$ cat src/rtl/spdif_tx_pkg.sv
package spdif_tx_pkg;
  localparam int SAMPLE_W  = 24;
  localparam int SLOT_N    = 32;
  localparam int SLOT_W    = $clog2(SLOT_N);
  localparam int SYNC_SLOTS = 4;
  localparam int DATA_LO   = SYNC_SLOTS;
  localparam int VAL_SLOT  = DATA_LO + SAMPLE_W;
  localparam int USR_SLOT  = VAL_SLOT + 1;
  localparam int CS_SLOT   = USR_SLOT + 1;
  localparam int PAR_SLOT  = CS_SLOT + 1;

  // sync patterns, MSB is the first half-bit, for a preceding low level
  localparam logic [7:0] SYNC_BLK = 8'b1110_1000;
  localparam logic [7:0] SYNC_A   = 8'b1110_0010;
  localparam logic [7:0] SYNC_B   = 8'b1110_0100;

  typedef struct packed {
    logic [SAMPLE_W-1:0] data;
    logic                inval;
  } chan_t;
endpackage

$ cat src/rtl/spdif_tx_seq.sv
module spdif_tx_seq #(
  parameter int FRAMES = 192,
  parameter int FW     = 8
) (
  input  logic                           clk_i,
  input  logic                           rst_ni,
  output logic                           half_o,
  output logic [spdif_tx_pkg::SLOT_W-1:0] slot_o,
  output logic                           sub_o,
  output logic [FW-1:0]                  frame_o,
  output logic                           frame_end_o,
  output logic                           block_end_o,
  output logic                           block_first_o
);
  import spdif_tx_pkg::*;

  localparam logic [FW-1:0]     LAST_FRAME = FW'(FRAMES - 1);
  localparam logic [SLOT_W-1:0] LAST_SLOT  = SLOT_W'(SLOT_N - 1);

  logic              half_q;
  logic [SLOT_W-1:0] slot_q;
  logic              sub_q;
  logic [FW-1:0]     frame_q;

  always_ff @(posedge clk_i or negedge rst_ni) begin
    if (!rst_ni) begin
      half_q  <= 1'b0;
      slot_q  <= '0;
      sub_q   <= 1'b0;
      frame_q <= '0;
    end else begin
      half_q <= ~half_q;
      if (half_q) begin
        slot_q <= slot_q + 1'b1;
        if (slot_q == LAST_SLOT) begin
          sub_q <= ~sub_q;
          if (sub_q) frame_q <= (frame_q == LAST_FRAME) ? '0 : frame_q + 1'b1;
        end
      end
    end
  end

  assign half_o        = half_q;
  assign slot_o        = slot_q;
  assign sub_o         = sub_q;
  assign frame_o       = frame_q;
  assign frame_end_o   = half_q & sub_q & (slot_q == LAST_SLOT);
  assign block_end_o   = frame_end_o & (frame_q == LAST_FRAME);
  assign block_first_o = (frame_q == '0);
endmodule

$ cat src/rtl/spdif_tx_src.sv
module spdif_tx_src (
  input  logic                              clk_i,
  input  logic                              rst_ni,
  input  logic                              frame_end_i,
  input  logic                              valid_i,
  input  logic [spdif_tx_pkg::SAMPLE_W-1:0] left_i,
  input  logic [spdif_tx_pkg::SAMPLE_W-1:0] right_i,
  input  logic                              inval_left_i,
  input  logic                              inval_right_i,
  output logic                              ready_o,
  output spdif_tx_pkg::chan_t               chan_a_o,
  output spdif_tx_pkg::chan_t               chan_b_o
);
  import spdif_tx_pkg::*;

  chan_t [1:0] in_c;
  chan_t [1:0] hold_q;
  logic        take;

  assign in_c[0] = '{data: left_i,  inval: inval_left_i};
  assign in_c[1] = '{data: right_i, inval: inval_right_i};
  assign ready_o = frame_end_i;
  assign take    = frame_end_i & valid_i;

  for (genvar c = 0; c < 2; c++) begin : g_chan
    always_ff @(posedge clk_i or negedge rst_ni) begin
      if (!rst_ni) begin
        hold_q[c].data  <= '0;
        hold_q[c].inval <= 1'b1;
      end else if (take) begin
        hold_q[c] <= in_c[c];
      end else if (frame_end_i) begin
        hold_q[c].inval <= 1'b1;  // starved: repeat, flagged invalid
      end
    end
  end

  assign chan_a_o = hold_q[0];
  assign chan_b_o = hold_q[1];
endmodule

$ cat src/rtl/spdif_tx_cs.sv
module spdif_tx_cs #(
  parameter int FRAMES = 192,
  parameter int FW     = 8
) (
  input  logic              clk_i,
  input  logic              rst_ni,
  input  logic              load_i,
  input  logic [FRAMES-1:0] bits_i,
  input  logic              block_end_i,
  input  logic [FW-1:0]     frame_i,
  output logic              cs_bit_o
);
  logic [FRAMES-1:0] stage_q;
  logic [FRAMES-1:0] active_q;

  always_ff @(posedge clk_i or negedge rst_ni) begin
    if (!rst_ni) begin
      stage_q  <= '0;
      active_q <= '0;
    end else begin
      if (load_i)      stage_q  <= bits_i;
      if (block_end_i) active_q <= stage_q;
    end
  end

  assign cs_bit_o = active_q[frame_i];
endmodule

$ cat src/rtl/spdif_tx_fmt.sv
module spdif_tx_fmt (
  input  logic                            sub_i,
  input  logic                            block_first_i,
  input  logic [spdif_tx_pkg::SLOT_W-1:0] slot_i,
  input  spdif_tx_pkg::chan_t             chan_a_i,
  input  spdif_tx_pkg::chan_t             chan_b_i,
  input  logic                            cs_bit_i,
  output logic                            slot_bit_o,
  output logic [7:0]                      sync_o
);
  import spdif_tx_pkg::*;

  chan_t             cur;
  logic [SLOT_N-1:0] word;

  assign cur = sub_i ? chan_b_i : chan_a_i;

  always_comb begin
    word                          = '0;
    word[DATA_LO +: SAMPLE_W]     = cur.data;
    word[VAL_SLOT]                = cur.inval;
    word[USR_SLOT]                = 1'b0;
    word[CS_SLOT]                 = cs_bit_i;
    word[PAR_SLOT]                = ^word[CS_SLOT:DATA_LO];
  end

  always_comb begin
    if (sub_i)              sync_o = SYNC_B;
    else if (block_first_i) sync_o = SYNC_BLK;
    else                    sync_o = SYNC_A;
  end

  assign slot_bit_o = word[slot_i];
endmodule

$ cat src/rtl/spdif_tx_bmc.sv
module spdif_tx_bmc (
  input  logic                            clk_i,
  input  logic                            rst_ni,
  input  logic                            half_i,
  input  logic [spdif_tx_pkg::SLOT_W-1:0] slot_i,
  input  logic                            slot_bit_i,
  input  logic [7:0]                      sync_i,
  output logic                            line_o
);
  import spdif_tx_pkg::*;

  logic       line_q, line_d;
  logic       inv_q, inv_now;
  logic       sync_start;
  logic [2:0] idx;

  assign sync_start = (slot_i == '0) & ~half_i;
  assign inv_now    = sync_start ? line_q : inv_q;
  assign idx        = {slot_i[1:0], half_i};

  always_comb begin
    if (slot_i < SLOT_W'(SYNC_SLOTS)) line_d = sync_i[3'd7 - idx] ^ inv_now;
    else if (!half_i)                line_d = ~line_q;
    else                             line_d = line_q ^ slot_bit_i;
  end

  always_ff @(posedge clk_i or negedge rst_ni) begin
    if (!rst_ni) begin
      line_q <= 1'b0;
      inv_q  <= 1'b0;
    end else begin
      line_q <= line_d;
      if (sync_start) inv_q <= line_q;
    end
  end

  assign line_o = line_q;
endmodule

$ cat src/rtl/spdif_tx.sv
module spdif_tx #(
  parameter int FRAMES_PER_BLOCK = 192
) (
  input  logic                        clk_i,
  input  logic                        rst_ni,
  input  logic                        smp_valid_i,
  output logic                        smp_ready_o,
  input  logic [23:0]                 smp_left_i,
  input  logic [23:0]                 smp_right_i,
  input  logic                        inval_left_i,
  input  logic                        inval_right_i,
  input  logic                        cs_load_i,
  input  logic [FRAMES_PER_BLOCK-1:0] cs_bits_i,
  output logic                        line_o
);
  import spdif_tx_pkg::*;

  localparam int FW = (FRAMES_PER_BLOCK > 1) ? $clog2(FRAMES_PER_BLOCK) : 1;

  logic              half;
  logic [SLOT_W-1:0] slot;
  logic              sub;
  logic [FW-1:0]     frame;
  logic              frame_end, block_end, block_first;
  chan_t             chan_a, chan_b;
  logic              cs_bit, slot_bit;
  logic [7:0]        sync;

  spdif_tx_seq #(.FRAMES(FRAMES_PER_BLOCK), .FW(FW)) u_seq (
    .clk_i, .rst_ni,
    .half_o(half), .slot_o(slot), .sub_o(sub), .frame_o(frame),
    .frame_end_o(frame_end), .block_end_o(block_end), .block_first_o(block_first)
  );

  spdif_tx_src u_src (
    .clk_i, .rst_ni,
    .frame_end_i(frame_end), .valid_i(smp_valid_i),
    .left_i(smp_left_i), .right_i(smp_right_i),
    .inval_left_i, .inval_right_i,
    .ready_o(smp_ready_o), .chan_a_o(chan_a), .chan_b_o(chan_b)
  );

  spdif_tx_cs #(.FRAMES(FRAMES_PER_BLOCK), .FW(FW)) u_cs (
    .clk_i, .rst_ni,
    .load_i(cs_load_i), .bits_i(cs_bits_i), .block_end_i(block_end),
    .frame_i(frame), .cs_bit_o(cs_bit)
  );

  spdif_tx_fmt u_fmt (
    .sub_i(sub), .block_first_i(block_first), .slot_i(slot),
    .chan_a_i(chan_a), .chan_b_i(chan_b), .cs_bit_i(cs_bit),
    .slot_bit_o(slot_bit), .sync_o(sync)
  );

  spdif_tx_bmc u_bmc (
    .clk_i, .rst_ni,
    .half_i(half), .slot_i(slot), .slot_bit_i(slot_bit), .sync_i(sync),
    .line_o(line_o)
  );
endmodule

$ cat config.mk
export PLATFORM = sky130hd
export DESIGN_NAME = spdif_tx
export DESIGN_NICKNAME = d
export VERILOG_FILES = /design/src/rtl/spdif_tx_pkg.sv /design/src/rtl/spdif_tx_seq.sv /design/src/rtl/spdif_tx_src.sv /design/src/rtl/spdif_tx_cs.sv /design/src/rtl/spdif_tx_fmt.sv /design/src/rtl/spdif_tx_bmc.sv /design/src/rtl/spdif_tx.sv
export SDC_FILE = /design/constraint.sdc
export NUM_CORES = 1
export LEC_CHECK = 0
export ABC_AREA = 1
export BUFFER_PORTS_ARGS = -buffer_cell sky130_fd_sc_hd__buf_2
export CAP_MARGIN = 5
export CELL_PAD_IN_SITES_DETAIL_PLACEMENT = 0
export CELL_PAD_IN_SITES_GLOBAL_PLACEMENT = 1
export CORE_MARGIN = 5
export CORE_UTILIZATION = 44
export CTS_CLUSTER_SIZE = 20
export DETAILED_ROUTE_END_ITERATION = 7
export GPL_ROUTABILITY_DRIVEN = 0
export GPL_TIMING_DRIVEN = 0
export PLACE_DENSITY = 0.81
export SYNTH_ARGS = -nofsm -noshare
export SYNTH_HDL_FRONTEND = slang
export SYNTH_SLANG_ARGS = --single-unit
$ cat constraint.sdc
create_clock -name clk_i -period 3.2 [get_ports clk_i]
set_clock_uncertainty 0.2 [all_clocks]
set_input_delay 0.64 -clock clk_i [delete_from_list [all_inputs] [get_ports clk_i]]
set_output_delay 0.64 -clock clk_i [all_outputs]
set_load 0.01 [all_outputs]
### Word-level counts from Yosys, hierarchy flattened

Index checks and enable logic that the tools add are counted.
W data, S select, Z words.

| cells by class | value |
|---|---|
| multiplexer cells | 16 |
| reduce and logical (&&, ||, !) cells | 6 |
| add/subtract/negate cells | 3 |
| bitwise operators | 10 |
| magnitude comparators | 4 |
| equality and inequality tests | 2 |

Operator list:

| cell | count |
|---|---|
| $reduce_xor A27 Y1 | 1 |
| $mux W25 | 1 |
| $mux W8 | 2 |
| $lt A8 B9 Y1 const B | 1 |
| $mux W1 | 9 |
| $add A8 B1 Y8 const B | 1 |
| $bmux W1 S8 | 1 |
| $eq A8 B8 Y1 const B | 1 |
| $logic_not A8 Y1 | 1 |
| $lt A5 B6 Y1 const B | 1 |
| $add A5 B1 Y5 const B | 1 |
| $and A1 B1 Y1 | 5 |
| $bmux W1 S5 | 1 |
| $eq A5 B5 Y1 const B | 1 |
| $logic_not A5 Y1 | 1 |
| $lt A5 B3 Y1 const B | 1 |
| $lt A3 B4 Y1 const B | 1 |
| $mux W4 | 1 |
| $bmux W1 S3 | 1 |
| $not A1 Y1 | 3 |
| $reduce_and A3 Y1 | 1 |
| $sub A3 B3 Y3 const A | 1 |
| $reduce_and A2 Y1 | 1 |
| $reduce_bool A2 Y1 | 1 |
| $xor A1 B1 Y1 | 2 |

| word-level totals | value |
|---|---|
| register bits after elaboration | 451 |
| output and inout bits | 2 |
| input bits | 246 |
| logic and storage cells | 53 |

### Depth between registers and ports, before layout

| depth | value |
|---|---|
| depth after elaboration | 8 |
| gate-level depth with buffers | 27 |
| depth with buffers taken out | 26 |

### By module

A second synthesis with hierarchy kept.

| second synthesis, totals | value |
|---|---|
| cells, all modules | 2,519 |
| area total of the unflattened synthesis | 20,607.3 um^2 |

Modules (own cells, without submodules):

| module | sequential area each (um^2) | area an instance (um^2) | cells each | instances |
|---|---|---|---|---|
| spdif_tx_cs | 9,609.2 | 16,011.6 | 1,794 | 1 |
| spdif_tx_src | 1,253.7 | 1,980.6 | 218 | 1 |
| spdif_tx_fmt | 0.0 | 1,576.5 | 373 | 1 |
| spdif_tx_seq | 375.4 | 803.3 | 91 | 1 |
| spdif_tx_bmc | 50.0 | 235.2 | 43 | 1 |

### Worst setup path before layout

Ideal clock, no wire load.

| timing path | value |
|---|---|
| kind | flip-flop to flip-flop |
| start | register u_seq.slot_q[2], in the netlist u_seq.slot_o[2] |
| end | register u_cs.active_q[191] |
| stages on the path, launching flop included | 12 |
| slack | 0.749 ns |
| period minus slack after synthesis | 2.451 ns |
| path buffers | 3 |
| data arrival time | 2.118 ns |
| setup time | 0.133 ns |
| data required time | 2.867 ns |
| cells stage by stage | dfrtp_1 clkbuf_1 inv_1 nor2_1 ha_1 nand2_1 nor2_1 inv_1 nor2_1 clkbuf_1 buf_1 o21ai_0 |

| on the way | value |
|---|---|
| word-level cells in the longest chain between the ends | 3 |

Ends and longest elaborated chain:

| what | line | source |
|---|---|---|
| start: declaration | spdif_tx_seq.sv:21 | `logic [SLOT_W-1:0] slot_q;` |
| start signal: assignment | spdif_tx_seq.sv:34 | `slot_q <= slot_q + 1'b1;` |
| $eq A5 B5 Y1 | spdif_tx_seq.sv:47 | `assign frame_end_o = half_q & sub_q & (slot_q == LAST_SLOT);` |
| $and A1 B1 Y1 | spdif_tx_seq.sv:47 |  |
| $and A1 B1 Y1 | spdif_tx_seq.sv:48 | `assign block_end_o = frame_end_o & (frame_q == LAST_FRAME);` |
| end signal: assignment | spdif_tx_cs.sv:22 | `if (block_end_i) active_q <= stage_q;` |
| end: declaration | spdif_tx_cs.sv:14 | `logic [FRAMES-1:0] active_q;` |

No other way between the ends.
A chain may end at the register's enable or synchronous reset.

### Worst setup path after layout

| timing path | value |
|---|---|
| start | register u_seq.slot_q[1], in the netlist u_seq.slot_o[1] |
| end | output smp_ready_o |

| on the way | value |
|---|---|
| word-level cells in the longest chain between the ends | 2 |

Ends and longest elaborated chain:

| what | line | source |
|---|---|---|
| $eq A5 B5 Y1 | spdif_tx_seq.sv:47 |  |
| $and A1 B1 Y1 | spdif_tx_seq.sv:47 |  |
| end: declaration | spdif_tx.sv:7 | `output logic smp_ready_o,` |

No other way between the ends.

==> impl_metrics.ini <==
[outcome]
status = completed

[cells_and_area]
final_util_pct = 52.5
fin_cells = 3258
area_growth_pct = 18.6
fin_area_um2 = 24300
n_antenna_cell = 0
drive_gt1_share_pct = 21.4
fin_nets = 2867

[floorplanning]
start_util_pct = 44.3
io_pins = 248
die_x_um = 226
core_area_um2 = 46300
row_count = 79
die_area_um2 = 51000
fp.dieH_um = 226

[yosys]
synth_most_common_cell = nand2_1
yosysWarnings = 0
synth_edf_count = 0
netlist_area_um2 = 20500
yosys.cell_types.count = 32
avgSynthCellArea_um2 = 8.85
yosys.area.top_type_share_pct = 54.9
synthFlopType = dfrtp_1
ys_top_cells_by_area = dfrtp_1 55%, nand2_1 14%, mux2_2 9.2%
ys_seq_area_share_pct = 55.1
netlist_top_cells_count = 749 x nand2_1, 449 x dfrtp_1, 258 x inv_1
synth_nets = 2565
postSynthCellCount = 2314
async_reset_ff_share_pct = 100
synth_area_leader_cell = dfrtp_1
synth-seq-cells = 451

[routing]
wl_per_cell_um = 18.0
antenna_left = 0
drcViolationCount = 0
first_iter_violations = 1329
routed_wl_mm = 58.6
first_pass_iters = 7
drt-vias-per-instance = 5.02
num_vias = 16400

[min_path]
min_path_cells = 3
min_path_type = input pin to flop

[global_routing]
first_global_vias = 16800
grtUsageTotal_pct = 23.1
antenna_found_initial = 1
grt_pass1_wl_mm = 92.6
gr-total-overflow = 0
grt_max_degree = 125

[clock_network]
cts_max_level = 2
cts_tree = done
ctsRootBufferMaster = clkbuf_16
cts.sinks = 451
cts.clk_slew.worst_paths_ps = 60
clk_path_buf_depth = 3
cts_made_buffers = 50
clock_latency_ps = 590
cts_setup_buffers = 0

[timing]
fmax_mhz = 330
finalSetupViolCount = 0
rsz0062_at_grt = true
finalMaxSlewViolations = 0
tightest_slew_ps = 1100
slew_headroom_pct = 26.9
finalHoldViolCount = 0
period_needed_ps = 3030
min_period_over_period_pct = 94.7
timing.hold.ws_ps = 67.2

[critical_path]
worstSetupEndpointType = primary output
cp.depth = 8
cp_num_buf_inv = 2
crit_chain = ha_1 > nand2_1 > nor2_1 > ha_1 > nand2_1 > nor2_1 > buf_4 > buf_2
cp_slowest_cell = dfrtp_2
crit_required_ps = 2360
crit_family = flip-flops
slowest_delay_ps = 440
critical_path_class = flop to primary output
critPathArrivalTime_ps = 2190
cp_max_fo = 10
r2r_cells = 23
start_kind = flop

[placed_design]
dp.cells = 3171
dp_hpwl_mm = 42.2
placed_cell_area_um2 = 22600
port_buffers = 246

[job]
max-cap-violations = 0

[power_and_ir_drop]
powerDensity_nw_per_um2 = 511
power.leakage_uw = 0.0121
vdd_drop_max_mv = 0.360
[final cells by class]
class	instances	area [um^2]
Clock buffer	74	1460
Buffer	126	632
Inverter	263	987
Sequential cell	451	11300
Timing Repair Buffer	251	1350
Clock inverter	13	154
Multi-Input combinational cell	1473	7650
Tap cell	607	759
Fill cell	4370	22000
[cells by family after synthesis]
kind of cell | count (synthesis) | share of synthesized area [%]
AOI/OAI and AO/OA | 363 | 9.86
buffers and inverters | 390 | 7.59
DFF | 451 | 55.1
and+or+nand+nor | 932 | 17.7
muxes | 168 | 9.24
adders and majority gates | 5 | 0.305
xor gates and xnor gates | 5 | 0.214
[final timing paths]
path	startpoint	end	slack, ps
max in group asynchronous	rst_ni	u_cs.stage_q[111]	770
hold / removal	cs_bits_i[106]	u_cs.stage_q[106]	70
setup / recovery	u_seq.slot_o[1]	smp_ready_o	170
setup reg to reg	u_seq.frame_o[0]	u_bmc.line_o	190
min in group asynchronous	rst_ni	u_cs.stage_q[39]	500
hold reg to reg	u_src.chan_a_o[0]	u_src.chan_a_o[0]	270
[registers in the layout, summed over array words and instances, names as in the netlist]
signal,cells
u_cs.stage_q,192
u_seq.slot_o,5
u_src.chan_a_o,25
u_bmc.inv_q,1
u_seq.sub_o,1
u_src.chan_b_o,25
u_cs.active_q,192
u_seq.frame_o,8
u_seq.half_o,1
u_bmc.line_o,1
[repair_timing]
action,4_1_cts,5_1_grt
endpoints found under the hold margin,97,0
hold buffers,1,0
setup endpoints to repair,195,97
resized for setup,15,40
[placed cells by master, fill, tap and decap left out, types with 5 or more instances in the layout]
| master | count |
|---|---|
| xor2_1 | 5 |
| a21oi_1 | 46 |
| o21ai_1 | 22 |
| nor2_1 | 92 |
| clkbuf_2 | 18 |
| nand4_1 | 5 |
| o211ai_1 | 25 |
| o21a_1 | 42 |
| mux2_2 | 168 |
| clkinv_2 | 8 |
| dfrtp_1 | 447 |
| clkbuf_4 | 5 |
| clkbuf_8 | 13 |
| nand3_1 | 79 |
| nand2_1 | 749 |
| clkbuf_1 | 76 |
| buf_2 | 268 |
| o21ai_0 | 216 |
| ha_1 | 5 |
| clkbuf_16 | 50 |
| buf_4 | 7 |
| buf_6 | 7 |
| inv_1 | 258 |
[stage by stage]
step / setup slack, ps / setup TNS, ps / power, uW
final: 171 / 0 / 12400
after CTS: 10.0 / 0 / 12500
after floorplan: 749 / 0 / 6410
after detailed placement: -853 / -136370 / 6830
after global placement: -7510 / -3535280 / 6790
after global routing: -37.4 / -37.4 / 12900
[power by group]
| part | internal (uW) | switching (uW) | leakage (uW) |
|---|---|---|---|
| Sequential | 5940 | 132 | 0.00570 |
| Clock | 3380 | 2310 | 0.000797 |
| Combinational | 312 | 332 | 0.00560 |
| Total | 9640 | 2780 | 0.0121 |
[metal layers]
layer  track usage [%]  vias up  part of all wire [%]
li1                  -     7933                     -
met1              32.7     7899                    45
met2              37.5      438                    47
met3              4.03       83                   6.0
met4              5.21        0                   2.0
met5                 0        -                     0
[tightest hold or removal path, stage by stage]
cell	delay, ps
buf_2	70
nand2_1	40
o21ai_0	60
Note: power is estimated with default switching activity, not from simulation.
